File: config.mk
export PLATFORM = sky130hd
export DESIGN_NAME = psw_lane_gen
export DESIGN_NICKNAME = d
export VERILOG_FILES = /design/src/rtl/psw_lane_pkg.sv /design/src/rtl/psw_lane_ctrl.sv /design/src/rtl/psw_lane_dp.sv /design/src/rtl/psw_lane_gen.sv
export SDC_FILE = /design/constraint.sdc
export NUM_CORES = 1
export LEC_CHECK = 0
export BUFFER_PORTS_ARGS = -buffer_cell sky130_fd_sc_hd__buf_4
export CAP_MARGIN = 5
export CORE_ASPECT_RATIO = 0.5
export CORE_MARGIN = 2
export CORE_UTILIZATION = 45
export CTS_BUF_LIST = sky130_fd_sc_hd__clkbuf_4 sky130_fd_sc_hd__clkbuf_8 sky130_fd_sc_hd__clkbuf_16
export CTS_CLUSTER_DIAMETER = 30
export DETAILED_ROUTE_END_ITERATION = 8
export PLACE_DENSITY = 0.85
export SYNTH_ARGS = -nofsm -noshare
export SYNTH_HDL_FRONTEND = slang
export SYNTH_HIERARCHICAL = 1
export SYNTH_SLANG_ARGS = --single-unit
export TNS_END_PERCENT = 30
File: constraint.sdc
create_clock -name clk -period 0.95 [get_ports clk]
set_input_delay 0.19 -clock clk [delete_from_list [all_inputs] [get_ports clk]]
set_output_delay 0.19 -clock clk [all_outputs]
set_load 0.01 [all_outputs]
File: src/rtl/psw_lane_pkg.sv
package psw_lane_pkg;

  typedef enum logic {
    MODE_HEAD = 1'b0,
    MODE_TAIL = 1'b1
  } store_mode_e;

  typedef struct packed {
    logic fire;
    logic probe;
  } lane_strobe_t;

endpackage

File: src/rtl/psw_lane_ctrl.sv
module psw_lane_ctrl
  import psw_lane_pkg::*;
#(
  parameter int BYTES = 4,
  localparam int OFF_W = $clog2(BYTES)
) (
  input  logic              inValid,
  input  logic              modeSel,
  input  logic [OFF_W-1:0]  offset,
  output lane_strobe_t      strobes,
  output logic [BYTES-1:0]  laneEn
);

  logic [BYTES-1:0] headMask;
  store_mode_e      mode;

  assign mode     = store_mode_e'(modeSel);
  assign headMask = {BYTES{1'b1}} >> offset;

  always_comb begin
    strobes.fire  = inValid;
    strobes.probe = 1'b0;
    laneEn        = '0;
    if (inValid) begin
      unique case (mode)
        MODE_HEAD: laneEn = headMask;
        MODE_TAIL: begin
          laneEn        = ~headMask;
          strobes.probe = (offset == '0);
        end
        default: laneEn = '0;
      endcase
    end
  end

endmodule

File: src/rtl/psw_lane_dp.sv
module psw_lane_dp
  import psw_lane_pkg::*;
#(
  parameter int ADDR_W = 32,
  parameter int BYTES  = 4,
  localparam int DATA_W = BYTES * 8,
  localparam int OFF_W  = $clog2(BYTES)
) (
  input  logic              clk,
  input  logic              rstN,
  input  lane_strobe_t      strobes,
  input  logic [BYTES-1:0]  laneEn,
  input  logic [ADDR_W-1:0] inAddr,
  input  logic [DATA_W-1:0] inData,
  output logic              outValid,
  output logic [ADDR_W-1:0] outAddr,
  output logic [BYTES-1:0]  outByteEn,
  output logic [DATA_W-1:0] outWdata,
  output logic              outProbe
);

  logic [DATA_W-1:0] maskedData;
  logic [ADDR_W-1:0] wordAddr;

  assign wordAddr = {inAddr[ADDR_W-1:OFF_W], {OFF_W{1'b0}}};

  for (genvar lane = 0; lane < BYTES; lane++) begin : g_lane
    assign maskedData[lane*8 +: 8] = laneEn[lane] ? inData[lane*8 +: 8] : 8'h00;
  end

  always_ff @(posedge clk or negedge rstN) begin
    if (!rstN) begin
      outValid  <= 1'b0;
      outAddr   <= '0;
      outByteEn <= '0;
      outWdata  <= '0;
      outProbe  <= 1'b0;
    end else if (strobes.fire) begin
      outValid  <= 1'b1;
      outAddr   <= wordAddr;
      outByteEn <= laneEn;
      outWdata  <= maskedData;
      outProbe  <= strobes.probe;
    end else begin
      outValid  <= 1'b0;
      outAddr   <= '0;
      outByteEn <= '0;
      outWdata  <= '0;
      outProbe  <= 1'b0;
    end
  end

endmodule

File: src/rtl/psw_lane_gen.sv
module psw_lane_gen
  import psw_lane_pkg::*;
#(
  parameter int ADDR_W = 32,
  parameter int BYTES  = 4,
  localparam int DATA_W = BYTES * 8,
  localparam int OFF_W  = $clog2(BYTES)
) (
  input  logic              clk,
  input  logic              rstN,
  input  logic              inValid,
  input  logic              modeSel,
  input  logic [ADDR_W-1:0] inAddr,
  input  logic [DATA_W-1:0] inData,
  output logic              outValid,
  output logic [ADDR_W-1:0] outAddr,
  output logic [BYTES-1:0]  outByteEn,
  output logic [DATA_W-1:0] outWdata,
  output logic              outProbe
);

  lane_strobe_t     strobes;
  logic [BYTES-1:0] laneEn;

  psw_lane_ctrl #(.BYTES(BYTES)) u_ctrl (
    .inValid (inValid),
    .modeSel (modeSel),
    .offset  (inAddr[OFF_W-1:0]),
    .strobes (strobes),
    .laneEn  (laneEn)
  );

  psw_lane_dp #(.ADDR_W(ADDR_W), .BYTES(BYTES)) u_dp (
    .clk       (clk),
    .rstN      (rstN),
    .strobes   (strobes),
    .laneEn    (laneEn),
    .inAddr    (inAddr),
    .inData    (inData),
    .outValid  (outValid),
    .outAddr   (outAddr),
    .outByteEn (outByteEn),
    .outWdata  (outWdata),
    .outProbe  (outProbe)
  );

endmodule

==> impl_metrics.tcl, run 1 <==
set metrics [dict create \
    crit_arrival_ns 0.88 \
    vias 1779 \
    final_nets 367 \
    die_area_mm2 0.005680 \
    synth_fa_ha_area_share_pct 0.5495 \
    fillers 279 \
    netlist.area_leader.share_pct 74.73 \
    muxShareOfSynthArea_pct 0 \
    setup_ws_ns -0.1185 \
    startpoint_type "register" \
    fp.dieW_um 104.6 \
    synth_top_family_by_area "simple AND/OR/NAND/NOR gates" \
    rsz0062_at_grt "true" \
    synth_common_cells "dfrtp_1 (68), and2_1 (38), and3_1 (33), buf_6 (4), buf_4 (3)" \
    avgSynthCellArea_um2 14.60 \
    synth_compound_area_share_pct 0.5495 \
    std_cell_rows 18 \
    seq_area_frac_synth_pct 74.73 \
    wire_per_inst_um 18.78 \
    p_sw_share_pct 22.34 \
    hp-class "input pin to register" \
    grt_first_pass_wirelength_mm 10.17 \
    area_growth_pct 66.37 \
    overflow 0 \
    clock_sinks 68 \
    finalCriticalPeriod_ns 1.068 \
    intPower_mw 4.716 \
    dp_cells 356 \
    synth-simple-area-share_pct 20.00 \
    dieHeight_um 54.30 \
    ctsHtreeMaxLevel 3 \
    async_reset_ff_share_pct 100.0 \
    synthMostInstantiatedCell "dfrtp_1" \
    diodes 0 \
    p_leak_nw 2.092 \
    track_usage_pct 25.40 \
    clk_pin_slew_ns 0.07 \
    synth_edf_count 0 \
    seqPwrFrac_pct 50.6 \
    path_max_fanout 1 \
    ys_ff_latch 68 \
    max_freq_mhz 935.9 \
    instances_no_fill 371 \
    cp_top_family "flip-flops" \
    slowest_stage "dfrtp_1" \
    place_area_mm2 0.003344 \
    final_max_slew_viol_count 0 \
    antenna_found_initial 0 \
    cp.required_ns 0.76 \
    pwr-share-comb_pct 13.2 \
    clockBufferDepth 2 \
    fin_crit_sh_pct 112.5 \
    ys_types 14 \
    dr.first_iter.drc_count 85 \
    vdd_drop_max_uv 771.5 \
    place_congestion 0.7029 \
    yosysTopAreaCell "dfrtp_1" \
    cap_violations 0 \
    crit_type "register to output port" \
    synth.area.top_cells "dfrtp_1 (75%), and2_1 (10%), and3_1 (9.1%)" \
    port_buffers 135 \
    clockPowerShare_pct 36.3 \
    ios 138 \
    setup_violations 68 \
    vias_per_cell 4.795 \
    syn_inst 156 \
    power.switching_mw 1.356 \
    synth_ff_type "dfrtp_1" \
    root_buffer "clkbuf_8" \
    cts_tree "done" \
    crit_chain "buf_6" \
    crit_path_end_kind "output port" \
    grt_max_degree 69 \
    dr.pass1.iters 6 \
    final.setup.tns_ns -5.014 \
    power_density_mw_per_mm2 1603 \
    ys_warn_count 6 \
    dpl.hpwl_mm 3.904 \
    status "finished with violations" \
    design_area_mm2 0.003789 \
    violations "setup timing" \
    synth_area_mm2 0.002277 \
    synth_xor_area_share_pct 0.3846 \
    antenna_left 0 \
    cts_made_buffers 9 \
    hold_viol_final 0 \
    drt-total-wl_mm 6.966 \
    cp_slowest_stage_delay_ns 0.40 \
    grt_pass1_vias 1874 \
    critPathBufInv 1 \
    drcViolationCount 0 \
    core_mm2 0.004910 \
    drive_gt1_share_pct 51.16 \
    start_util_pct 46.38 \
]
what timing repair did:
action | 4_1_cts | 5_1_grt
setup buffers | 0 | 0
endpoints found under the hold margin | 68 | 0
endpoints found under the setup margin | 68 | 68
hold buffers | 1 | 0
resized for setup | 68 | 0
layout by cell type (no fill, tap or decap), drive strengths merged:
cell type	instances
xnor2	1
clkinv	2
conb	2
o21a	1
and2	38
dfrtp	68
clkbuf	11
a21oi	1
bufinv	1
buf	139
nor2	1
and2b	1
dlygate4sd3	1
and3	33
ha	1
layer usage:
metal	share of wire [%]	global-route usage, %	routed length, um	vias to the layer above
li1	-	-	-	779
met1	34	23.64	2334	885
met2	56	49.13	3892	91
met3	5.7	9.167	399	24
met4	4.9	18.67	340	0
met5	0	0	0	-
per-stage QoR:
stage	utilization, %	hold WS [ns]	power (mW)	worst slack [ns]
after global placement	68.12	0.2092	3.768	-0.1368
after detailed placement	68.12	0.2179	3.795	-0.1897
after floorplan	-	-0.1056	3.318	0.01598
final	77.17	0.07088	6.072	-0.1185
after CTS	77.17	0.05612	6.076	-0.1067
after global routing	77.17	0.05084	6.301	-0.1425
worst paths after layout:
path,to,cells past startpoint,startpoint
max,outAddr[29],1,u_dp/outAddr[29]
min,u_dp/outAddr[19],2,inAddr[19]
max in group asynchronous,u_dp/outWdata[27],3,rstN
min in group asynchronous,u_dp/outAddr[24],3,rstN
registers in the layout (all words and copies together), names as in the netlist:
signal / cells
u_dp/outAddr: 30
u_dp/outProbe: 1
u_dp/outWdata: 32
u_dp/outByteEn: 4
u_dp/outValid: 1
power groups by stage:
stage                     Combinational (mW)  Clock, mW  Sequential, mW
final                                  0.799       2.20            3.07
after global routing                   0.851       2.37            3.08
after CTS                              0.779       2.23            3.07
after detailed placement               0.699          0            3.10
after global placement                 0.675          0            3.09
after floorplan                        0.160          0            3.16
cell type report:
type / count / area, um^2 / area share [%]
clock buffer: 11 / 138.9 / 3.666
clock inverter: 3 / 40.04 / 1.057
multi-input combinational: 79 / 499.2 / 13.18
sequential: 68 / 1702 / 44.91
tap: 70 / 87.58 / 2.312
timing repair buffer: 140 / 1321 / 34.87
kinds of logic after synthesis:
| group | Yosys count |
|---|---|
| buffers and inverters | 10 |
| other | 1 |
| XOR/XNOR | 1 |
| flip-flops | 68 |
| AND/OR/NAND/NOR | 73 |
| AO/OA/AOI/OAI | 2 |
| adder cells (fa/ha/maj) | 1 |
No activity file was read; power rests on OpenSTA's default activity.
==> run 2, diff against run 1 <==
Settings changed: RECOVER_POWER from default to 100.
==> run 2 against run 1 <==
  * Via count up 0.96%
  * Cell area decreased by 0.46%
  * Wire length up 0.29%
  * First-iteration DRC count decreased by 3.5%
  * Hold slack worse by 0.0022 ns
  * Combinational power down 2%
  * Total power decreased by 0.20%
  * Global-route usage unchanged
  * Maximum frequency is 0.18% lower
  * Clock power is essentially flat
  * Sequential cell count unchanged
  * The flow still finishes with violations (setup timing)
==> impl_metrics.tcl, run 2 (same netlist as run 1, synthesis figures left out) <==
set metrics [dict create \
    status "finished with violations" \
    violations "setup timing" \
    ios 138 \
    clock_sinks 68 \
    track_usage_pct 25.40 \
    cp.required_ns 0.76 \
    power_density_mw_per_mm2 1607 \
    dpl.hpwl_mm 3.904 \
    layout_common_cells "buf_6 (68), dfrtp_1 (68), buf_4 (65)" \
    place_congestion 0.7029 \
    fp.dieW_um 104.6 \
    overflow 0 \
    grt_first_pass_wirelength_mm 10.17 \
    clockBufferDepth 2 \
    largest_register_ffs 32 \
    min_to "u_dp/outAddr[19]" \
    finalPower_mw 6.060 \
    max_freq_mhz 934.2 \
    grt_max_degree 69 \
    dr.pass1.iters 5 \
    drcViolationCount 0 \
    crit_arrival_ns 0.88 \
    critPathBufInv 1 \
    crit_chain "buf_6" \
    clk_pin_slew_ns 0.07 \
    finalCriticalPeriod_ns 1.070 \
    seq_area_mm2 0.001702 \
    std_cell_rows 18 \
    ctsHtreeMaxLevel 3 \
    min_from "inAddr[19]" \
    drive_gt1_share_pct 50.83 \
    grt_pass1_vias 1874 \
    root_buffer "clkbuf_8" \
    area_growth_pct 65.60 \
    fin_crit_sh_pct 112.7 \
    setup_ws_ns -0.1204 \
    antenna_left 0 \
    drt-total-wl_mm 6.986 \
    hold_ws_ns 0.06866 \
    wire_per_inst_um 18.83 \
    cap_violations 0 \
    hold_depth 2 \
    p_leak_nw 2.070 \
    multiInputGateArea_um2 498.0 \
    diodes 0 \
    cp_slowest_stage_delay_ns 0.41 \
    slowest_stage "dfrtp_1" \
    start_util_pct 46.38 \
    port_buffers 135 \
    post_cts_buffers 0 \
    vias_per_cell 4.841 \
    dr.first_iter.drc_count 82 \
    antenna_found_initial 0 \
    reg_top3 "u_dp/outWdata (32), u_dp/outAddr (30), u_dp/outByteEn (4)" \
    die_area_mm2 0.005680 \
    rsz0062_at_grt "true" \
    crit_type "register to output port" \
    core_mm2 0.004910 \
    vias 1796 \
    cts_tree "done" \
    path_max_fanout 1 \
    final_max_slew_viol_count 0 \
    startpoint_type "register" \
    crit_path_end_kind "output port" \
    cts_made_buffers 9 \
    largest-register "u_dp/outWdata" \
    vdd_drop_max_uv 772.2 \
    final_nets 367 \
    hold_viol_final 0 \
    setup_violations 69 \
    fillers 285 \
    cp_top_family "flip-flops" \
    dieHeight_um 54.30 \
    hp-class "input pin to register" \
]
[run 2: cell count changes in the layout (fill, tap and decap cells not counted), moves of 3 or more]
cell      change
buf_4         -5
clkbuf_2      +3
and2_1       -18
and2_0       +18
[run 2: worst max-delay path by stage]
stage / start / end / cells after the start
after floorplan: inAddr[0] / u_dp/outWdata[24] / 4
after global placement: inAddr[0] / u_dp/outWdata[27] / 5
after detailed placement: inAddr[0] / u_dp/outWdata[25] / 5
after CTS: u_dp/outAddr[25] / outAddr[25] / 1
after global routing: u_dp/outWdata[31] / outWdata[31] / 1
final: u_dp/outAddr[29] / outAddr[29] / 1
[run 2: area by class of cell]
type / instances / share of cell area (%)
repair buffers: 140 / 34.61
clock inverters: 3 / 1.062
clock buffers: 11 / 3.683
well taps: 70 / 2.322
multi-input cells: 79 / 13.21
flip-flops and latches: 68 / 45.12
[run 2: timing repair]
item	CTS	global route
endpoints found under the hold margin	68	0
setup endpoints to repair	68	68
hold buffers	1	0
resized for setup	68	0
[run 2: stage by stage]
step	utilization (%)	TNS, ns	setup WS, ns	cells	cell area (um^2)
after floorplan	-	0	0.01598	157	2283
after global placement	68.12	-2.598	-0.1368	356	3344
after detailed placement	68.12	-3.383	-0.1897	356	3344
after CTS	77.17	-5.372	-0.1067	371	3789
after global routing	76.81	-7.283	-0.1425	371	3771
final	76.81	-5.089	-0.1204	371	3771
[run 2: where the power goes]
| part | switching, mW | total (mW) | leakage, nW | internal, mW |
|---|---|---|---|---|
| logic | 0.328 | 0.785 | 1.07 | 0.457 |
| clock network | 0.971 | 2.20 | 0.0959 | 1.23 |
| registers | 0.0599 | 3.07 | 0.905 | 3.01 |
| total | 1.36 | 6.06 | 2.07 | 4.70 |
[run 2: routing by layer]
metal  vias to the layer above  GRT usage [%]  share of wire, %
met1                       905          23.64                33
met2                        83          49.13                56
met4                         0          18.67               5.3
met3                        30          9.167               5.3
li1                        778              -                 -
met5                         -              0                 0
==> run 3, diff against run 2 <==
Settings changed: BUFFER_PORTS_ARGS -buffer_cell sky130_fd_sc_hd__buf_4 to default, CORE_UTILIZATION 45 to 65, DONT_BUFFER_PORTS from default to 1, PLACE_DENSITY 0.85 to 0.83, SLEW_MARGIN from default to 15.
==> run 3 against run 2 <==
  * The run ends with hold timing left
  * Utilization increased by 7.8 points
  * Clock-buffer cell count decreased by 1
  * Sequential share of layout area increased by 14 points
  * Non-clock buffer count fell by 101
  * Wire length decreased by 33%
  * Hold slack worse by 0.52 ns
  * Die area decreased by 29%
  * Combinational power decreased by 64%
  * Sequential power up 2%
  * Final cell count down 32%
  * Clock power is 16% higher
  * Largest cell class unchanged
  * Highest routed layer unchanged
==> impl_metrics.tcl, run 3 (same netlist as run 1, synthesis figures left out) <==
set metrics [dict create \
    dieHeight_um 45.86 \
    clk_pin_slew_ns 0.08 \
    reg_top3 "u_dp/outWdata (32), u_dp/outAddr (30), u_dp/outByteEn (4)" \
    ios 138 \
    cp.depth 0 \
    port_buffers 0 \
    hold_viol_final 68 \
    crit_arrival_ns 0.75 \
    multiInputGateArea_um2 496.7 \
    layout_common_cells "dfrtp_1 (68), dlygate4sd3_1 (38), and3_1 (33)" \
    largest_register_ffs 32 \
    tightest_slew_ns 0.7092 \
    dr.pass1.iters 4 \
    power_density_mw_per_mm2 2075 \
    seq_area_mm2 0.001702 \
    startpoint_type "register" \
    dr.first_iter.drc_count 75 \
    start_util_pct 67.03 \
    dpl.hpwl_mm 2.584 \
    dp_cells 198 \
    ctsHtreeMaxLevel 3 \
    vdd_drop_max_uv 1285 \
    vias_per_cell 5.138 \
    place_congestion 0.6581 \
    crit_path_end_kind "output port" \
    grt_pass1_vias 1306 \
    clockBufferDepth 2 \
    drcViolationCount 0 \
    status "finished with violations" \
    p_leak_nw 1.477 \
    violations "hold timing" \
    cp.required_ns 0.76 \
    ctsHoldBuffers 39 \
    final.setup.tns_ns 0 \
    grt_first_pass_wirelength_mm 6.948 \
    antenna_found_initial 0 \
    hold_ws_ns -0.4545 \
    post_cts_buffers 0 \
    hp-class "input pin to asynchronous set/reset pin" \
    drt-total-wl_mm 4.694 \
    fillers 150 \
    overflow 0 \
    final_nets 266 \
    std_cell_rows 15 \
    slew_headroom_pct 52.72 \
    fp.dieW_um 87.71 \
    root_buffer "clkbuf_8" \
    finalCriticalPeriod_ns 0.9424 \
    diodes 0 \
    antenna_left 0 \
    drive_gt1_share_pct 8.416 \
    fin_crit_sh_pct 99.20 \
    area_growth_pct 26.15 \
    final_max_slew_viol_count 0 \
    wire_per_inst_um 18.55 \
    cts_made_buffers 9 \
    vias 1300 \
    largest-register "u_dp/outWdata" \
    startpoint "u_dp/outAddr[24]" \
    core_mm2 0.003397 \
    crit_type "register to output port" \
    cap_violations 0 \
    grt_max_degree 69 \
    clock_sinks 68 \
    max_freq_mhz 1061 \
    setup_violations 0 \
    rsz0062_at_grt "true" \
    cts_tree "done" \
    track_usage_pct 25.02 \
    layout_commonest_cell "dfrtp_1" \
    die_area_mm2 0.004022 \
    path_max_fanout 1 \
    finalPower_mw 5.961 \
    instances_no_fill 253 \
]
-- run 3: cell count changes in the layout (fill, tap and decap cells not counted), sizes merged --
cell         before  now
clkinvlp          0    3
buf             134    0
clkinv            2    1
bufinv            1    2
clkbuf           16   11
dlygate4sd3       1   38
-- run 3: final timing paths --
check / to / slack (ns)
worst max-delay path: outAddr[24] / 0.008
min in group clk: u_dp/outWdata[7] / 0.03
max in group asynchronous: u_dp/outAddr[11] / 1.29
worst min-delay path: u_dp/outAddr[28] / -0.45
-- run 3: area by class of cell --
type / instances / share of cell area [%]
Timing Repair Buffer: 39 / 13.41
Tap cell: 51 / 2.221
Clock inverter: 6 / 3.049
Clock buffer: 10 / 4.791
Sequential cell: 68 / 59.23
Multi-Input combinational cell: 79 / 17.29
-- run 3: timing repair --
item / 4_1_cts / 5_1_grt
endpoints found under the setup margin: 39 / 58
hold endpoints to repair: 118 / 68
gates resized for setup: 0 / 0
-- run 3: stage by stage --
stage / hold WS (ns) / worst slack (ns) / util, % / instance area [um^2]
global placement: -0.1047 / -0.03362 / 66.67 / 2265
global route: -0.4820 / -0.02327 / 84.57 / 2873
finish: -0.4545 / 0.007584 / 84.57 / 2873
CTS: -0.4799 / -0.01743 / 85.08 / 2890
floorplan: -0.1056 / 0.01598 / - / 2283
detailed placement: -0.1048 / -0.04913 / 66.67 / 2265
-- run 3: power by group --
part / leakage [nW] / switching (mW) / internal [mW] / total (mW)
Sequential: 0.905 / 0.110 / 3.01 / 3.12
Clock: 0.105 / 1.02 / 1.54 / 2.56
Combinational: 0.468 / 0.110 / 0.171 / 0.280
Total: 1.48 / 1.24 / 4.72 / 5.96
-- run 3: routing by layer --
metal / global-route usage, % / share of wire [%] / wire (um)
met1: 29.70 / 36 / 1667
met2: 40.91 / 53 / 2473
met3: 13.41 / 11 / 510
met4: 6.769 / 0.89 / 42
met5: 0 / 0 / 0
